<file path="config.mk">
export PLATFORM = sky130hd
export DESIGN_NAME = spi_byte_master
export DESIGN_NICKNAME = d
export VERILOG_FILES = /design/src/rtl/spi_pkg.sv /design/src/rtl/spi_clkdiv.sv /design/src/rtl/spi_shift_core.sv /design/src/rtl/spi_byte_master.sv
export SDC_FILE = /design/constraint.sdc
export NUM_CORES = 1
export LEC_CHECK = 0
export BUFFER_PORTS_ARGS = -buffer_cell sky130_fd_sc_hd__buf_2
export CORE_MARGIN = 4
export CORE_UTILIZATION = 63
export DETAILED_ROUTE_END_ITERATION = 16
export PLACE_DENSITY = 0.85
export SYNTH_ARGS = -nofsm -noshare
export SYNTH_HDL_FRONTEND = slang
export SYNTH_HIERARCHICAL = 1
export SYNTH_SLANG_ARGS = --single-unit
</file>
<file path="constraint.sdc">
create_clock -name clk -period 8.2 [get_ports clk]
set_clock_uncertainty 0.2 [all_clocks]
set_input_delay 1.23 -clock clk [delete_from_list [all_inputs] [get_ports clk]]
set_output_delay 1.23 -clock clk [all_outputs]
set_load 0.02 [all_outputs]
</file>
<file path="src/rtl/spi_pkg.sv">
package spi_pkg;
    localparam int DATA_W = 8;
    localparam int ADDR_W = 2;
    localparam int RATE_W = 3;

    localparam logic [ADDR_W-1:0] OFS_DATA = 2'd1;
    localparam logic [ADDR_W-1:0] OFS_CTRL = 2'd2;
    localparam logic [ADDR_W-1:0] OFS_STAT = 2'd3;

    // Control register layout, bit 7 first
    typedef struct packed {
        logic irq_en;
        logic enable;
        logic rate2;
        logic master;
        logic cpol;
        logic cpha;
        logic rate1;
        logic rate0;
    } ctrl_t;

    // Status register layout, bit 7 first
    typedef struct packed {
        logic done;
        logic coll;
        logic ovr;
        logic fault;
        logic rsv;
        logic out_dis;
        logic sw_sel;
        logic sw_sel_val;
    } stat_t;
endpackage

</file>
<file path="src/rtl/spi_clkdiv.sv">
module spi_clkdiv #(
    parameter int RATE_W = 3
) (
    input  logic              clk,
    input  logic              rst_n,
    input  logic              run,
    input  logic [RATE_W-1:0] rate,
    output logic              tick
);
    localparam int CNT_W = (1 << RATE_W) - 1;

    logic [CNT_W-1:0] cnt_d, cnt_q, limit;

    // Half-period length is 2^rate cycles; tick marks each SCK edge
    always_comb begin
        limit = CNT_W'((1 << rate) - 1);
        tick  = run && (cnt_q == limit);
        if (!run || tick) cnt_d = '0;
        else              cnt_d = cnt_q + 1'b1;
    end

    always_ff @(posedge clk or negedge rst_n) begin
        if (!rst_n) cnt_q <= '0;
        else        cnt_q <= cnt_d;
    end


    tick_needs_run_chk: assert property (@(posedge clk) disable iff (!rst_n)
        !run |=> cnt_q == '0);
endmodule

</file>
<file path="src/rtl/spi_shift_core.sv">
module spi_shift_core #(
    parameter int DATA_W = 8
) (
    input  logic              clk,
    input  logic              rst_n,
    input  logic              start,
    input  logic [DATA_W-1:0] start_byte,
    input  logic              abort,
    input  logic              tick,
    input  logic              cpol,
    input  logic              cpha,
    input  logic              miso,
    output logic              sck,
    output logic              mosi,
    output logic              busy,
    output logic              done,
    output logic [DATA_W-1:0] rx_byte
);
    localparam int EDGES  = 2 * DATA_W;
    localparam int EDGE_W = $clog2(EDGES);

    typedef struct packed {
        logic              busy;
        logic              phase;
        logic [EDGE_W-1:0] edge_idx;
        logic [DATA_W-1:0] shreg;
        logic              tx_bit;
    } core_t;

    core_t state_d, state_q;
    logic  leading, sample_edge;

    always_comb begin
        state_d     = state_q;
        done        = 1'b0;
        leading     = (state_q.phase == 1'b0);
        sample_edge = leading ^ cpha;
        if (abort) begin
            state_d.busy     = 1'b0;
            state_d.phase    = 1'b0;
            state_d.edge_idx = '0;
        end else if (start && !state_q.busy) begin
            state_d.busy     = 1'b1;
            state_d.phase    = 1'b0;
            state_d.edge_idx = '0;
            state_d.shreg    = start_byte;
            state_d.tx_bit   = start_byte[DATA_W-1];
        end else if (state_q.busy && tick) begin
            state_d.phase    = ~state_q.phase;
            state_d.edge_idx = state_q.edge_idx + 1'b1;
            if (sample_edge) state_d.shreg  = {state_q.shreg[DATA_W-2:0], miso};
            else             state_d.tx_bit = state_q.shreg[DATA_W-1];
            if (state_q.edge_idx == EDGE_W'(EDGES - 1)) begin
                state_d.busy = 1'b0;
                done         = 1'b1;
            end
        end
        rx_byte = state_d.shreg;
        sck     = cpol ^ state_q.phase;
        mosi    = state_q.tx_bit;
        busy    = state_q.busy;
    end

    always_ff @(posedge clk or negedge rst_n) begin
        if (!rst_n) state_q <= '0;
        else        state_q <= state_d;
    end


    done_single_chk: assert property (@(posedge clk) disable iff (!rst_n)
        done |=> !done);

    sck_idle_chk: assert property (@(posedge clk) disable iff (!rst_n)
        !state_q.busy |-> sck == cpol);
endmodule

</file>
<file path="src/rtl/spi_byte_master.sv">
module spi_byte_master
    import spi_pkg::*;
(
    input  logic              clk,
    input  logic              rst_n,
    input  logic [ADDR_W-1:0] bus_addr,
    input  logic [DATA_W-1:0] bus_wdata,
    input  logic              bus_we,
    input  logic              bus_re,
    output logic [DATA_W-1:0] bus_rdata,
    output logic              irq,
    output logic              sck,
    output logic              mosi,
    output logic              mosi_oe,
    input  logic              miso,
    input  logic              ss_n
);
    typedef struct packed {
        ctrl_t             ctrl;
        logic              done;
        logic              coll;
        logic              ovr;
        logic              fault;
        logic              seen;
        logic              fault_arm;
        logic              out_dis;
        logic              sw_sel;
        logic              sw_sel_val;
        logic [DATA_W-1:0] rxbuf;
    } regs_t;

    regs_t             state_d, state_q;
    logic              wr_data, rd_data, wr_ctrl, wr_stat, rd_stat;
    logic              sel_eff, fault_cond, blocked, collide, clear_ok;
    logic              core_start, core_busy, core_done, tick;
    logic [DATA_W-1:0] core_rx;
    logic [RATE_W-1:0] rate;
    stat_t             stat_word;

    always_comb begin
        wr_data    = bus_we && bus_addr == OFS_DATA;
        rd_data    = bus_re && bus_addr == OFS_DATA;
        wr_ctrl    = bus_we && bus_addr == OFS_CTRL;
        wr_stat    = bus_we && bus_addr == OFS_STAT;
        rd_stat    = bus_re && bus_addr == OFS_STAT;
        sel_eff    = state_q.sw_sel ? state_q.sw_sel_val : ss_n;
        fault_cond = state_q.ctrl.enable && state_q.ctrl.master && !sel_eff;
        blocked    = state_q.done && !state_q.seen;
        collide    = wr_data && (blocked || core_busy);
        core_start = wr_data && !collide && state_q.ctrl.enable &&
                     state_q.ctrl.master && !fault_cond;
        clear_ok   = rd_data && state_q.seen;
        rate       = {state_q.ctrl.rate2, state_q.ctrl.rate1, state_q.ctrl.rate0};

        state_d = state_q;
        if (wr_ctrl) begin
            state_d.ctrl = ctrl_t'(bus_wdata);
            if (state_q.fault && state_q.fault_arm) begin
                state_d.fault     = 1'b0;
                state_d.fault_arm = 1'b0;
            end
        end
        if (wr_stat) begin
            state_d.out_dis    = bus_wdata[2];
            state_d.sw_sel     = bus_wdata[1];
            state_d.sw_sel_val = bus_wdata[0];
        end
        if (rd_stat && state_q.done)  state_d.seen      = 1'b1;
        if (rd_stat && state_q.fault) state_d.fault_arm = 1'b1;
        if (clear_ok) begin
            state_d.done = 1'b0;
            state_d.coll = 1'b0;
            state_d.ovr  = 1'b0;
            state_d.seen = 1'b0;
        end
        if (collide) state_d.coll = 1'b1;
        if (core_done) begin
            if (state_q.done) state_d.ovr   = 1'b1;
            else              state_d.rxbuf = core_rx;
            state_d.done = 1'b1;
        end
        if (fault_cond) begin
            state_d.fault         = 1'b1;
            state_d.fault_arm     = 1'b0;
            state_d.ctrl.enable   = 1'b0;
            state_d.ctrl.master   = 1'b0;
        end

        stat_word = '{done: state_q.done, coll: state_q.coll, ovr: state_q.ovr,
                      fault: state_q.fault, rsv: 1'b0, out_dis: state_q.out_dis,
                      sw_sel: state_q.sw_sel, sw_sel_val: state_q.sw_sel_val};
        bus_rdata = '0;
        if (bus_re) begin
            case (bus_addr)
                OFS_DATA: bus_rdata = state_q.rxbuf;
                OFS_CTRL: bus_rdata = state_q.ctrl;
                OFS_STAT: bus_rdata = stat_word;
                default:  bus_rdata = '0;
            endcase
        end
        irq     = state_q.ctrl.irq_en && (state_q.done || state_q.fault);
        mosi_oe = state_q.ctrl.enable && state_q.ctrl.master && !state_q.out_dis;
    end

    always_ff @(posedge clk or negedge rst_n) begin
        if (!rst_n) state_q <= '0;
        else        state_q <= state_d;
    end

    spi_clkdiv #(.RATE_W(RATE_W)) u_div (
        .clk(clk), .rst_n(rst_n), .run(core_busy), .rate(rate), .tick(tick)
    );

    spi_shift_core #(.DATA_W(DATA_W)) u_core (
        .clk(clk), .rst_n(rst_n), .start(core_start), .start_byte(bus_wdata),
        .abort(fault_cond), .tick(tick), .cpol(state_q.ctrl.cpol),
        .cpha(state_q.ctrl.cpha), .miso(miso), .sck(sck), .mosi(mosi),
        .busy(core_busy), .done(core_done), .rx_byte(core_rx)
    );


    done_flag_chk: assert property (@(posedge clk) disable iff (!rst_n)
        core_done |=> state_q.done);

    blocked_write_chk: assert property (@(posedge clk) disable iff (!rst_n)
        (wr_data && !bus_re && state_q.done && !state_q.seen) |=> state_q.coll);

    overrun_keep_chk: assert property (@(posedge clk) disable iff (!rst_n)
        (core_done && state_q.done && !clear_ok) |=> (state_q.ovr && $stable(state_q.rxbuf)));

    fault_stop_chk: assert property (@(posedge clk) disable iff (!rst_n)
        fault_cond |=> (state_q.fault && !state_q.ctrl.enable && !state_q.ctrl.master && !core_busy));
endmodule

</file>
==> impl_metrics.json, run 1 <==
{
  "status": "finished, final reports clean",
  "hold_ws_ns": 0.290,
  "powerDensity_mw_per_mm2": 215,
  "setup_ws_ns": 4.16,
  "fin_crit_sh_pct": 49.3,
  "drt.antenna.violating_nets": 0,
  "grt_first_pass_wirelength_um": 8870,
  "gp_congestion": 0.829,
  "ys_warn_count": 6,
  "area_delta_synth_final_pct": 4.38,
  "rsz0062_at_grt": "no",
  "htreeDepth": 2,
  "final_max_slew_viol_count": 0,
  "final_cell_mix": "47 x dfrtp_1, 27 x buf_2, 19 x mux2_2, 12 x nor2_1, 11 x a22oi_1",
  "fp.dieArea_sq_mm": 0.00537,
  "core_sq_mm": 0.00406,
  "crit_path_end_kind": "flip-flop",
  "critPathMaxStageDelay_ns": 0.60,
  "tightest_slew_ns": 1.02,
  "die-height_um": 73.3,
  "clkLatencyLatePin_ns": 0.30,
  "synthCells": 242,
  "cts_hold_buf": 0,
  "top_usage_layer": "met2",
  "syn_nets": 260,
  "relSlewSlack_pct": 31.7,
  "netlist_area_sq_mm": 0.00269,
  "synth_seq_cells": 47,
  "mostFrequentLayoutCell": "dfrtp_1",
  "fin_area_sq_mm": 0.00280,
  "fmax_ghz": 0.247,
  "synth-async-reset-ratio_pct": 100,
  "p_leak_nw": 1.30,
  "grt_use_met1_pct": 32.2,
  "placementRows": 23,
  "fin_setup_tns_ns": 0,
  "seqPwrFrac_pct": 52.6,
  "cts-buffers-inserted": 5,
  "min_path_type": "flip-flop to flip-flop",
  "hold_violations": 0,
  "initial_core_util_pct": 66.2,
  "clk_pin_slew_ns": 0.09,
  "swShare_pct": 33.7,
  "grt.total_usage_pct": 21.8,
  "clock_sinks": 47,
  "n_antenna_cell": 0,
  "critPathLaunchType": "flip-flop",
  "grt_pass1_vias": 1773,
  "layout.nets": 271,
  "clockPowerShare_pct": 23.7,
  "cts.path.max_buffers": 2,
  "p_sw_w": 0.000203,
  "reg2reg_slack_ns": 4.16,
  "required_ns": 8.20,
  "worstPathCellList": "or4_4, o211ai_2, nor4b_4, and3_1, nand3b_1, nor2_1, nor2b_1, mux2_2",
  "vias": 1870,
  "path_delay_family": "simple AND/OR/NAND/NOR gates",
  "synth_edf_count": 0,
  "grtUsageMet2_pct": 33.5,
  "die_x_um": 73.3,
  "io_buffers": 27,
  "slowest_stage": "nor2b_1",
  "grt_start_max_net_pins": 48,
  "combPwrFrac_pct": 23.6,
  "critPathMaxFanout": 11,
  "ys.flop_type": "dfrtp_1",
  "firstDrtPassIters": 4,
  "drive_gt1_share_pct": 27.2,
  "dp_hpwl_um": 4030,
  "drt_wl_total_um": 5500,
  "ctsResizeCount": 0,
  "critical_path_buf_inv_count": 0,
  "place_area_sq_mm": 0.00271,
  "critPathArrivalTime_ns": 4.04,
  "drc": 0,
  "avgSynthCellArea_sq_um": 11.1,
  "critPathKind": "flip-flop to flip-flop",
  "met3_usage_pct": 3.69,
  "p_int_w": 0.000399,
  "cts_setup_buffers": 0,
  "wl_per_cell_um": 18.1,
  "antenna_found_initial": 0,
  "finalSetupViolations": 0,
  "yosysSeqAreaShare_pct": 43.8,
  "cts_tree": "built",
  "cts_root_buf": "clkbuf_8",
  "dp_slack_ns": 4.21,
  "ys_types": 50,
  "period_needed_ns": 4.04,
  "cap_violations": 0,
  "drt-initial-drc-count": 122,
  "ir_drop_v": 0.000166,
  "ioPinCount": 28,
  "viasPerCell": 6.15,
  "overflow": 0
}
kinds of logic (layout without fill, tap and decap cells):
logic type | Yosys count | in the layout | share of synthesized area, %
buf+inv | 30 | 42 | 7.41
simple gates | 59 | 59 | 13.3
xor+xnor | 13 | 13 | 4.52
flops | 47 | 47 | 43.8
fa+ha+maj | 2 | 2 | 0.931
compound gates | 62 | 62 | 17.2
mux | 29 | 29 | 12.9
cell type report:
cell class | count | area [sq um]
clock buffer | 5 | 68.8
clock inverter | 3 | 23.8
fill | 299 | 1250
inverter | 7 | 26.3
multi-input combinational | 165 | 1310
sequential | 47 | 1180
tap | 50 | 62.6
timing repair buffer | 27 | 135
state kept, by name, indices dropped and copies added, names as in the netlist:
name,flops
state_q,15
u_core/state_q,13
stat_word,7
u_div/cnt_q,7
rate,3
u_core/busy,1
u_core/mosi,1
worst register-to-register path: cells and delay by family, from the launching register on:
kind	cells	cell delay, ns
AO/OA/AOI/OAI	1	0.09
multiplexers	1	0.41
AND/OR/NAND/NOR	6	2.75
flip-flops	1	0.50
synthesized netlist by cell type, drive strengths merged, types with 4 or more instances:
| library cell | number | area, sq um |
|---|---|---|
| o21a | 10 | 75.1 |
| mux2 | 26 | 315 |
| a22oi | 11 | 82.6 |
| dfrtp | 47 | 1180 |
| nor2 | 12 | 45.0 |
| nand2 | 10 | 37.5 |
| o32a | 8 | 80.1 |
| xor2 | 9 | 86.3 |
| inv | 7 | 26.3 |
| o21ai | 10 | 65.1 |
| and3 | 4 | 26.3 |
| buf | 21 | 165 |
| xnor2 | 4 | 35.0 |
| a211oi | 7 | 52.6 |
| nand3 | 7 | 35.0 |
| nor2b | 11 | 71.3 |
| a21oi | 7 | 35.0 |
path summary, 6_finish.rpt:
kind | from | end | depth (start not counted)
setup / recovery | rate[2] | state_q[1] | 8
hold / removal | stat_word[6] | stat_word[6] | 2
setup reg to reg | rate[2] | state_q[1] | 8
hold reg to reg | stat_word[6] | stat_word[6] | 2
max in group asynchronous | rst_n | stat_word[6] | 1
min in group asynchronous | rst_n | u_div/cnt_q[5] | 1
stage by stage:
stage | total power [W] | instances | utilization, %
after detailed placement | 0.000463 | 296 | 66.8
after CTS | 0.000605 | 304 | 69.1
after global placement | 0.000456 | 296 | 66.8
after floorplan | 0.000439 | 242 | -
final | 0.000602 | 304 | 69.1
after global routing | 0.000633 | 304 | 69.1
power by group through the flow:
| stage | logic [W] | clock network (W) | registers [W] |
|---|---|---|---|
| finish | 0.000142 | 0.000143 | 0.000317 |
| global placement | 0.000137 | 0 | 0.000318 |
| global route | 0.000155 | 0.000156 | 0.000322 |
| floorplan | 0.000137 | 0 | 0.000302 |
| detailed placement | 0.000142 | 0 | 0.000321 |
| CTS | 0.000143 | 0.000146 | 0.000316 |
layer usage:
layer	share of wire, %	vias up	wire [um]
met5	0	-	0
met4	0.62	0	34
met3	6.0	4	329
met2	47	54	2610
met1	46	920	2530
li1	-	892	-
Power figures use the tool's default switching activity.
==> run 2, diff against run 1 <==
ABC_AREA = 1   (was unset)
CORE_UTILIZATION = 59   (was 63)
PLACE_DENSITY = 0.8   (was 0.85)
clock period = 4.2 ns   (was 8.2 ns; I/O delays follow)
==> run 2 against run 1 <==
Against the previous run: global-route usage grew 1.0 points; critical endpoint is now state_q[4]; wire length grew 5.6%; largest cell class unchanged; combinational power grew 100%; power grew 110%; critical path type unchanged; final area grew 5.5%.
==> impl_metrics.json, run 2 <==
{
  "critPathMaxStageDelay_ns": 0.56,
  "finalSetupViolations": 0,
  "synth-async-reset-ratio_pct": 100,
  "critPathLaunchType": "flip-flop",
  "drc": 0,
  "largest_reg_flops": 15,
  "critPathMostFrequentCell": "nand2_1",
  "rsz0062_at_grt": "no",
  "required_ns": 4.19,
  "drt-initial-drc-count": 169,
  "clk_pin_slew_ns": 0.10,
  "cts_setup_buffers": 0,
  "fmax_ghz": 0.360,
  "n_antenna_cell": 0,
  "gp_congestion": 0.830,
  "synth_top_area_cell": "dfrtp_1",
  "drt_wl_total_um": 5810,
  "yosysSeqAreaShare_pct": 43.3,
  "reg2regPathDepth": 12,
  "ctsResizeCount": 0,
  "grt.total_usage_pct": 22.8,
  "io_buffers": 27,
  "netlist_area_sq_mm": 0.00272,
  "firstDrtPassIters": 5,
  "path_delay_family": "simple AND/OR/NAND/NOR gates",
  "fin_area_sq_mm": 0.00296,
  "mostFrequentLayoutCell": "nand2_1",
  "synth_edf_count": 0,
  "place_area_sq_mm": 0.00283,
  "hold_violations": 0,
  "status": "finished, final reports clean",
  "period_needed_ns": 2.78,
  "cts_tree": "built",
  "tightest_slew_ns": 1.01,
  "clkLatencyLatePin_ns": 0.31,
  "vias": 2271,
  "cap_violations": 0,
  "synth_seq_cells": 47,
  "cts_root_buf": "clkbuf_8",
  "crit_path_end_kind": "flip-flop",
  "synthCells": 352,
  "ir_drop_v": 0.000258,
  "synth_area_leaders": "dfrtp_1 43%, nand2_1 16%, inv_1 6.9%",
  "drive_gt1_share_pct": 18.1,
  "netlist.area_leader.share_pct": 43.3,
  "viasPerCell": 5.31,
  "grt_pass1_vias": 2104,
  "die_x_um": 75.8,
  "critPathArrivalTime_ns": 2.77,
  "area_delta_synth_final_pct": 8.94,
  "critPathMaxFanout": 10,
  "avgSynthCellArea_sq_um": 7.71,
  "relSlewSlack_pct": 32.7,
  "drt.antenna.violating_nets": 0,
  "final_cell_mix": "115 x nand2_1, 50 x inv_1, 47 x dfrtp_1, 34 x nand3_1, 27 x buf_2",
  "cts-buffers-inserted": 5,
  "placementRows": 24,
  "fin_crit_sh_pct": 66.1,
  "layout.nets": 393,
  "critical_path_buf_inv_count": 1,
  "ys_warn_count": 6,
  "worstSetupPathDepth": 12,
  "clock_sinks": 47,
  "ioPinCount": 28,
  "fp.dieArea_sq_mm": 0.00575,
  "initial_core_util_pct": 61.5,
  "syn_nets": 370,
  "dp_hpwl_um": 4280,
  "grt_start_max_net_pins": 48,
  "regMostFlops": "state_q",
  "cts_hold_buf": 0,
  "ys_types": 30,
  "grt_first_pass_wirelength_um": 9850,
  "p_leak_nw": 1.62,
  "core_sq_mm": 0.00441,
  "die-height_um": 75.8,
  "reg_top3": "state_q (15), u_core/state_q (13)",
  "critPathKind": "flip-flop to flip-flop",
  "wl_per_cell_um": 13.6,
  "final_max_slew_viol_count": 0,
  "cts.path.max_buffers": 2,
  "post-synth-top-count-cell": "nand2_1",
  "antenna_found_initial": 0,
  "fin_setup_tns_ns": 0,
  "slowest_stage": "dfrtp_1",
  "synthTopCellsByCount": "115 x nand2_1, 50 x inv_1, 47 x dfrtp_1",
  "overflow": 0,
  "min_path_type": "primary input to async pin",
  "worstPathCellList": "nand2_1, nand2_1, nand3_1, nor2_2, nand3_2, nor2_1, nand2_2, clkinv_4, nand2_2, nor2_1, nand2_1, mux2_2",
  "ys.flop_type": "dfrtp_1",
  "htreeDepth": 2,
  "powerDensity_mw_per_mm2": 434
}
-- run 2: cell type report --
cell class / instances / area, sq um
sequential: 47 / 1180
tap: 52 / 65.1
multi-input combinational: 239 / 1230
inverter: 54 / 208
fill: 377 / 1460
clock inverter: 2 / 60.1
clock buffer: 6 / 72.6
timing repair buffer: 28 / 143
-- run 2: routing by layer --
metal | vias to the layer above | track usage [%] | routed length [um]
met4 | 0 | 8.16 | 49
met2 | 79 | 33.4 | 2470
met5 | - | 0 | 0
li1 | 1151 | - | -
met1 | 1035 | 33.6 | 2860
met3 | 6 | 4.35 | 433
-- run 2: path summary, 6_finish.rpt --
check | start | to | slack (ns)
max | rate[2] | state_q[4] | 1.42
min | rst_n | stat_word[1] | 0.30
max reg2reg | rate[2] | state_q[4] | 1.42
min reg2reg | u_core/state_q[9] | u_core/state_q[9] | 0.30
max in group asynchronous | rst_n | u_core/state_q[11] | 2.88
min in group clk | u_core/state_q[9] | u_core/state_q[9] | 0.30
-- run 2: per-stage QoR --
stage / hold slack [ns] / cells / worst slack (ns) / power, W / utilization [%]
5_1_grt: 0.327 / 428 / 1.19 / 0.00137 / 67.0
2_1_floorplan: 0.134 / 352 / 1.90 / 0.000849 / -
4_1_cts: 0.308 / 428 / 1.43 / 0.00129 / 67.0
3_5_place_dp: 0.295 / 420 / 1.47 / 0.000897 / 64.0
6_report: 0.296 / 428 / 1.42 / 0.00128 / 67.0
3_3_place_gp: 0.291 / 420 / 1.49 / 0.000888 / 64.0
-- run 2: cells by family (layout without fill, tap and decap cells) --
logic type      count (synthesis)  count (layout)  synth area share, %
mux                             8               8                 3.32
flops                          47              47                 43.3
fa+ha+maj                       2               2                0.922
compound gates                 34              34                 7.47
simple gates                  188             188                 31.5
buf+inv                        66              90                 11.2
xor+xnor                        7               7                 2.26
-- run 2: power by group --
part / leakage (nW) / total, W / internal [W] / switching, W
sequential: 0.625 / 0.000603 / 0.000531 / 0.0000722
clock: 0.0654 / 0.000391 / 0.000238 / 0.000153
combinational: 0.924 / 0.000289 / 0.000102 / 0.000187
-- run 2: worst reg2reg max path, delay by kind of cell, from the launching register on --
| family | cells | cell delay, ns |
|---|---|---|
| AND/OR/NAND/NOR | 10 | 1.40 |
| buffers and inverters | 1 | 0.14 |
| flip-flops | 1 | 0.56 |
| multiplexers | 1 | 0.36 |
